File: src/rtl/emmc_cmd0_decoder.sv
module emmc_cmd0_decoder #(
  parameter int FRAME_BITS = 48,
  parameter logic [FRAME_BITS-1:0] IDLE_FRAME    = 48'h4000_0000_0095,
  parameter logic [FRAME_BITS-1:0] PREIDLE_FRAME = 48'h40F0_F0F0_F0FD,
  parameter logic [FRAME_BITS-1:0] BOOT_FRAME    = 48'h40FF_FFFF_FAE5
) (
  input  logic       clk,
  input  logic       rst_n,
  input  logic       cmd_in,
  output logic       dec_valid,
  output logic [1:0] dec_code
);

  localparam int CW = $clog2(FRAME_BITS + 1);

  logic [FRAME_BITS-2:0] shreg;
  logic [CW-1:0]         cnt;
  logic                  busy;
  logic [1:0]            cls;

  wire [FRAME_BITS-1:0] frame = {shreg, cmd_in};
  wire                  last  = busy && (cnt == CW'(FRAME_BITS - 1));

  always_comb begin
    if (frame == IDLE_FRAME)         cls = 2'd0;
    else if (frame == PREIDLE_FRAME) cls = 2'd1;
    else if (frame == BOOT_FRAME)    cls = 2'd2;
    else                             cls = 2'd3;
  end

  always_ff @(posedge clk) begin
    if (!rst_n) begin
      shreg     <= '0;
      cnt       <= '0;
      busy      <= 1'b0;
      dec_valid <= 1'b0;
      dec_code  <= 2'd0;
    end else begin
      dec_valid <= 1'b0;
      if (busy || !cmd_in)
        shreg <= {shreg[FRAME_BITS-3:0], cmd_in};
      if (!busy) begin
        if (!cmd_in) begin
          busy <= 1'b1;
          cnt  <= CW'(1);
        end
      end else if (last) begin
        busy      <= 1'b0;
        cnt       <= '0;
        dec_valid <= 1'b1;
        dec_code  <= cls;
      end else begin
        cnt <= cnt + CW'(1);
      end
    end
  end

endmodule

File: config.mk
export PLATFORM = sky130hd
export DESIGN_NAME = emmc_cmd0_decoder
export DESIGN_NICKNAME = d
export VERILOG_FILES = /design/src/rtl/emmc_cmd0_decoder.sv
export SDC_FILE = /design/constraint.sdc
export NUM_CORES = 1
export LEC_CHECK = 0
export BUFFER_PORTS_ARGS = -buffer_cell sky130_fd_sc_hd__buf_2
export CORE_MARGIN = 8
export CORE_UTILIZATION = 40
export CTS_BUF_LIST = sky130_fd_sc_hd__clkbuf_4 sky130_fd_sc_hd__clkbuf_8
export DETAILED_ROUTE_END_ITERATION = 10
export GPL_TIMING_DRIVEN = 0
export PLACE_DENSITY = 0.61
export SLEW_MARGIN = 20
export SYNTH_ARGS = -nofsm -noshare
export SYNTH_HDL_FRONTEND = slang
export SYNTH_SLANG_ARGS = --single-unit
export TNS_END_PERCENT = 100
File: constraint.sdc
create_clock -name clk -period 2.65 [get_ports clk]
set_input_delay 0.265 -clock clk [delete_from_list [all_inputs] [get_ports clk]]
set_output_delay 0.265 -clock clk [all_outputs]
set_load 0.05 [all_outputs]
---- Word level (Yosys, flattened, before mapping) ----
Cells that the tools add are included.
word-level totals
  register bits ........................... 57
  output and inout bits ................... 3
  word-level logic and storage cells ...... 26
operators by class
  add/subtract/negate cells ............... 1
  equality and inequality tests ........... 5
  muxes and demuxes ....................... 10
  reduce and logical (&&, ||, !) cells .... 5
operators by type and width
  kind                    count
  $eq A48 B47 Y1 const B  3
  $mux W6                 3
  $add A6 B1 Y6 const B   1
  $eq A6 B6 Y1 const B    1
  $mux W1                 5
  $mux W2                 2
  $reduce_and A2 Y1       2
  $ne A2 B1 Y1 const B    1
  $logic_and A1 B1 Y1     1
  $logic_not A1 Y1        1
  $logic_or A1 B1 Y1      1

---- Longest topological paths before layout ----
Gate-level depths: netlist of run 1.
  word-level depth ........................ 4
  mapped depth ............................ 6
  depth with buffers taken out ............ 6

---- Worst setup path after synthesis of run 1 ----
OpenSTA, ideal clock, no wires.
  kind .................................... register -> register
  start ................................... register shreg[35]
  end ..................................... register dec_code[1]
  library setup time ...................... 117 ps
  arrival time ............................ 1390 ps
  data required time ...................... 2533 ps
  slack ................................... 1143 ps
  stages on the path, launching flop included .. 6
  buffers on the path ..................... 0
  cell sequence ........................... dfxtp_1 > nand4_1 > or3_1 > nor4_2 > nand4_1 > a32o_1
between the ends
  word-level cells in the longest chain between the ends .. 3
  elaborated cells between the ends (all ways) .. 4
  those cells by class .................... eq/ne (2); mux (2)
ends and longest elaborated chain
  item                      RTL line  RTL
  start: declaration        16        logic [FRAME_BITS-2:0] shreg;
  start signal: assignment  41        shreg <= {shreg[FRAME_BITS-3:0], cmd_in};
  $eq A48 B47 Y1            26        else if (frame == PREIDLE_FRAME) cls = 2'd1;
  $mux W2                   26
  $mux W2 *                 25        if (frame == IDLE_FRAME) cls = 2'd0;
  end signal: assignment    51        dec_code <= cls;
  end: declaration          11        output logic [1:0] dec_code
Every way passes the cells marked *; elsewhere a longest branch is shown, timed or not.
A chain may end at the register's enable or synchronous reset.

---- Worst setup path after layout of run 1 ----
  start ................................... register shreg[30]
  end ..................................... register dec_code[1]
Same word-level chain as after synthesis.

==> run metrics, run 1 <==
status finished, final reports clean; delay-heaviest family, CP simple AND/OR/NAND/NOR gates; num rows 27; Setup violations, final 0; unrepaired setup endpoints after global routing false; worst vdd ir 395 uV; cts hold-fix bufs 0; Setup crit start kind flip-flop; Worst Tran Pin Value between 0.5 and 0.6 ns; average cell area after synthesis 7.77 um2; crit-path max FO 4; Longest Clk Path Bufs 2; Placeable Area 5440 um2; worst flop-to-flop path startpoint shreg[30]$_SDFFE_PN0P_; routed vias/inst 5.25; Clock transition at path regs roughly 0.070 ns; Layout area overhead 14.9%; CP Data Required Time 2.88 ns; Unique masters post-synth 30; die area a little over 8000 um2; clock power share 48.8%; Reg power frac 47.2%; CP bufs+invs 0; DR WL/cell 13.7 um; worst reg2reg path depth 5; Highest Clock Rate 578 MHz; syn_nets between 200 and 300; PwrDens about 710 nW/um2; Final Hold Fails 0; post-layout min period 1.73 ns; Post-synth top flop dfxtp_1; die width between 90 and 100 um; Max Cap Viol 0; Num CTS Buffers 9; Residual DRC 0; Logic pwr share 4.0%; htree depth 3; CP Launch Point shreg[30]$_SDFFE_PN0P_; share of the synthesized area in the top cell type 51.0%; total routed wirelength 5220 um; reg2reg end dec_code[1]$_SDFFE_PN0P_; I/O Buffers 5; antenna violations before repair 0; nets between 300 and 400; Cells after Synth 288; Yosys warning count 0; vias in the first global route approximately 1800; ys async rst share 0%; clk sinks 57; first-pass GRT wire length between 8000 and 9000 um; Fin Setup TNS 0 ns; placer congestion estimate 0.840; drt first pass iters 4; worst skew pair latency around 0.33 ns; post-synthesis cell area 2240 um2; Antenna Violating Nets Remaining 0; Clock Skew 0.00658 ns; Int Power around 1.4 mW; flops & latches, synth 57; CP Data Arrival Time ~2.0 ns; Die H between 90 and 100 um; CTS tree yes; ANT cells 0; post-CTS setup buffer count 0; Post-DP HPWL about 3500 um; Max Slew Vio Count 0; Root Driver clkbuf_8; CP Capture Point dec_code[1]$_SDFFE_PN0P_; Via Count 2000; Hold Crit Depth 2; Initial Util between 40% and 50%; Ports 6; slowest CP cell dfxtp_1; grt total ovfl 0; most numerous cell on the critical path nand4_1; Period Utilization, post-route 65.3%; Iteration-0 DRC Markers 183; Total GRT Usage a little over an eighth; CP Cell Sequence nand4_1 > or3_1 > nor4_2 > nand4_1 > a32o_1; WHS 0.212 ns; maximum number of pins on one net before global-route repair 12; leading area contributor after synthesis dfxtp_1; Rel. slew slack between 60% and 70%; Sw Share about a quarter; Seq/Total Area, Yosys 51.0%; cts repair resizes 0; Post-synth EDFFs 0; crit-path max cell delay 0.41 ns; Reg2Reg Setup Slack 0.92 ns; HP Class primary input to flip-flop; WP depth 5; P_leak between 0.8 and 0.9 nW; Psw between 400 and 500 uW; Worst setup EP type flip-flop; layout cell share with drive strength beyond 1 under 10%; Synth area leaders dfxtp_1, nand2_1, a21oi_1; WS Path Type flip-flop to flip-flop
-- sequential cells by signal, summed over array words and instances, names as in the netlist --
| name | cells |
|---|---|
| busy | 1 |
| cnt | 6 |
| dec_code | 2 |
| dec_valid | 1 |
| shreg | 47 |
-- layout by cell type, fill, tap and decap left out, drive strengths merged, types with 2 or more instances in the layout --
master / instances
nand2: 104
or3: 2
nor2b: 2
nor4: 9
nand3b: 2
dfxtp: 57
nor3: 4
clkinv: 2
nand3: 5
nand2b: 2
nor2: 10
clkbuf: 23
a211oi: 2
inv: 3
nand4: 7
a32o: 2
bufinv: 2
o21ai: 2
nor4b: 2
a21oi: 50
clkinvlp: 2
buf: 7
-- power by group through the flow --
stage | Sequential, mW | Clock [mW] | Combinational, mW
after floorplan | 0.884 | 0 | 0.0491
after global placement | 0.886 | 0 | 0.0724
after detailed placement | 0.886 | 0 | 0.0730
after CTS | 0.866 | 0.916 | 0.0732
after global routing | 0.867 | 0.956 | 0.0823
final | 0.866 | 0.895 | 0.0728
-- final cells by class --
cell class	instances	area, um2
plain buffers	16	62.6
clock buffers	9	124
clock inverters	7	93.8
fillers	551	2870
inverters	2	7.51
multi-input cells	213	1030
flip-flops and latches	57	1140
well taps	72	90.1
repair buffers	5	25.0
-- kinds of logic (layout without fill, tap and decap cells) --
kind of cell / Yosys count / count (layout) / synth area share, %
compound gates: 61 / 61 / 15.1
fa+ha+maj: 1 / 1 / 0.559
flops: 57 / 57 / 51.0
buf+inv: 18 / 39 / 3.13
simple gates: 151 / 151 / 30.2
-- how the worst min path moves through the flow --
stage          slack, ns                      to                    from
5_1_grt             0.21   shreg[0]$_SDFFE_PN0P_                  cmd_in
4_1_cts             0.19   shreg[0]$_SDFFE_PN0P_                  cmd_in
3_3_place_gp        0.45  shreg[46]$_SDFFE_PN0P_  shreg[46]$_SDFFE_PN0P_
6_report            0.21   shreg[0]$_SDFFE_PN0P_                  cmd_in
2_1_floorplan       0.40   shreg[0]$_SDFFE_PN0P_                  cmd_in
3_5_place_dp        0.45  shreg[46]$_SDFFE_PN0P_  shreg[46]$_SDFFE_PN0P_
-- metrics by stage --
stage                     utilization (%)  cells  worst slack, ns  area [um2]  power [mW]
after floorplan                         -    288             1.14        2240       0.933
after global placement               43.2    365            0.919        2350       0.958
after detailed placement             43.2    365            0.949        2350       0.959
after CTS                            47.3    381            0.921        2570        1.86
after global routing                 47.3    381            0.788        2570        1.90
final                                47.3    381            0.919        2570        1.83
-- routing by layer --
layer  wire (um)  track usage [%]  share of wire (%)  vias up
li1            -                -                  -     1017
met1        2520             17.1                 48      951
met2        2430             20.3                 47       27
met3         221             3.49                4.2        5
met4          52             6.68                1.0        0
met5           0                0                  0        -
-- worst reg2reg max path, stage by stage, from the launching register on --
cell,delay [ns]
dfxtp_1,0.41
nand4_1,0.12
or3_1,0.39
nor4_2,0.32
nand4_1,0.16
a32o_1,0.23
-- synthesized netlist by cell type (all sizes together), types with 2 or more instances --
library cell  count
nor4              9
clkbuf           14
a32o              2
nand3b            2
nand2b            2
nor2             10
buf               2
or3               2
a21oi            50
inv               2
nor4b             2
nor2b             2
nand4             7
a211oi            2
dfxtp            57
nand3             5
nor3              4
o21ai             2
nand2           104
Note: power is estimated with default switching activity, not from simulation.
==> run 2, diff against run 1 <==
==> constraint.sdc (replaced) <==
create_clock -name clk -period 1.8 [get_ports clk]
set_input_delay 0.18 -clock clk [delete_from_list [all_inputs] [get_ports clk]]
set_output_delay 0.18 -clock clk [all_outputs]
set_load 0.05 [all_outputs]
==> run 2 against run 1 <==
  * Power is 47% higher
  * Sequential share of layout area is 0.15 points lower
  * First-iteration DRC count is 2.7% higher
  * Register-to-register slack worse by 0.85 ns
  * Via count is 0.10% higher
  * Wire length is 0.33% lower
  * Critical path depth stayed put
  * Clock power is 47% higher
  * Sequential power is 48% higher
  * Sequential cell count stayed put
==> run metrics, run 2 (synthesis results as in run 1) <==
status finished, final reports clean; Setup WS post-layout 0.0692 ns (-0.850 ns); CP Launch Point shreg[30]$_SDFFE_PN0P_; Clock transition at path regs 0.07 ns (about the same); num rows 27 (unchanged); final std cells w/o fill 381 (unchanged); CP Capture Point dec_code[1]$_SDFFE_PN0P_; reg2reg end dec_code[1]$_SDFFE_PN0P_; crit-path max FO 4 (unchanged); Via Count 2002 (+0.10%); clk sinks 57 (unchanged); htree depth 3 (unchanged); die width 90.8 um (unchanged); vias in the first global route 1839 (unchanged); DR WL/cell 13.7 um (-0.33%); worst skew pair latency 0.33 ns (about the same); total routed wirelength 5210 um (-0.33%); Die H 90.8 um (unchanged); die area 8240 um2 (unchanged); P_leak 0.840 nW (+0.22%); placed cells 365 (unchanged); post-layout min period 1.73 ns (+0.000110 ns); first-pass GRT wire length 8960 um (unchanged); Fin Setup TNS 0 ns (unchanged); commonest cells after routing, fill and taps aside nand2_1, dfxtp_1, a21oi_1; Total GRT Usage 13.4% (unchanged); Initial Util 41.1% (unchanged); CTS tree yes; Layout area overhead 15.3%; hold_sp cmd_in; Biggest register shreg; WHS 0.129 ns (-0.0836 ns); Root Driver clkbuf_8; HP Class primary input to flip-flop; Worst setup EP type flip-flop; routed vias/inst 5.25 (about the same); Rel. slew slack 64.9% (+0.11 points); crit-path max cell delay 0.41 ns (about the same); Post-DP HPWL 3540 um (unchanged); grt total ovfl 0 (unchanged); Max Cap Viol 0 (unchanged); PwrDens 1050 nW/um2 (+47%); worst vdd ir 583 uV (+47%); Antenna Violating Nets Remaining 0 (unchanged); Residual DRC 0 (unchanged); Max Slew Vio Count 0 (unchanged); worst reg2reg path depth 5 (unchanged); Clock Skew 0.00650 ns (-0.0000766 ns); maximum number of pins on one net before global-route repair 12 (unchanged); max reg flops 47 (unchanged); placer congestion estimate 0.840 (unchanged); layout cell share with drive strength beyond 1 9.39% (+0.65 points); CP Data Required Time 2.03 ns (-0.85 ns); WS Path Type flip-flop to flip-flop; Period Utilization, post-route 96.2% (+31 points); Total Power 2.70 mW (+47%); most numerous cell on the critical path nand4_1; Ports 6 (unchanged); nets 308 (unchanged); Setup crit start kind flip-flop; unrepaired setup endpoints after global routing false; Worst Tran Pin Value 0.526 ns (-0.00164 ns); Placement Cell Area 2350 um2 (unchanged); Final Util 47.4% (+0.16 points); worst flop-to-flop path startpoint shreg[30]$_SDFFE_PN0P_; Placeable Area 5440 um2 (unchanged); Longest Clk Path Bufs 2 (unchanged); Regs by FF count shreg (47), cnt (6), dec_code (2); I/O Buffers 5 (unchanged); antenna violations before repair 0 (unchanged); CP Cell Sequence nand4_1 > or3_1 > nor4_2 > nand4_1 > a32o_1; slowest CP cell dfxtp_1; CP Data Arrival Time 1.96 ns (about the same); design area 2580 um2 (+0.34%); Reg2Reg Setup Slack 0.07 ns (-0.85 ns); Setup violations, final 0 (unchanged); commonest non-fill, non-tap cell in the layout nand2_1; Highest Clock Rate 578 MHz (about the same); ANT cells 0 (unchanged); Final Hold Fails 0 (unchanged); worst slack at placement 0.0994 ns (-0.850 ns); cts hold-fix bufs 0 (unchanged); Iteration-0 DRC Markers 188 (+2.7%); drt first pass iters 4 (unchanged); Num CTS Buffers 9 (unchanged)
[run 2: worst max-delay path, delay by kind of cell (launching register included)]
kind,cells,cell delay (ns)
flip-flops,1,0.41
AO/OA/AOI/OAI,1,0.23
AND/OR/NAND/NOR,4,0.98
[run 2: layout make-up]
type,count,area [um2]
fillers,549,2860
flip-flops and latches,57,1140
multi-input cells,213,1030
clock buffers,9,124
clock inverters,7,93.8
well taps,72,90.1
plain buffers,16,62.6
repair buffers,5,25.0
inverters,2,7.51
[run 2: how the worst min path moves through the flow]
stage / to / cells past startpoint
finish: shreg[0]$_SDFFE_PN0P_ / 2
CTS: shreg[0]$_SDFFE_PN0P_ / 2
floorplan: shreg[0]$_SDFFE_PN0P_ / 1
global route: shreg[0]$_SDFFE_PN0P_ / 2
detailed placement: shreg[46]$_SDFFE_PN0P_ / 2
global placement: shreg[46]$_SDFFE_PN0P_ / 2
[run 2: repair_timing]
action,CTS,global route
resized for setup,0,2
buffers inserted,0,0
endpoints found under the setup margin,0,2
[run 2: routing by layer]
| layer | GRT usage (%) | vias up | wire length [um] |
|---|---|---|---|
| met4 | 6.68 | 0 | 52 |
| met3 | 3.49 | 5 | 212 |
| met1 | 17.1 | 953 | 2460 |
| li1 | - | 1016 | - |
| met5 | 0 | - | 0 |
| met2 | 20.3 | 28 | 2480 |
[run 2: report_power, final]
part | total (mW) | internal, mW | switching, mW
combinational | 0.106 | 0.0214 | 0.0851
clock | 1.32 | 0.778 | 0.542
sequential | 1.28 | 1.27 | 0.00720
total | 2.70 | 2.07 | 0.634
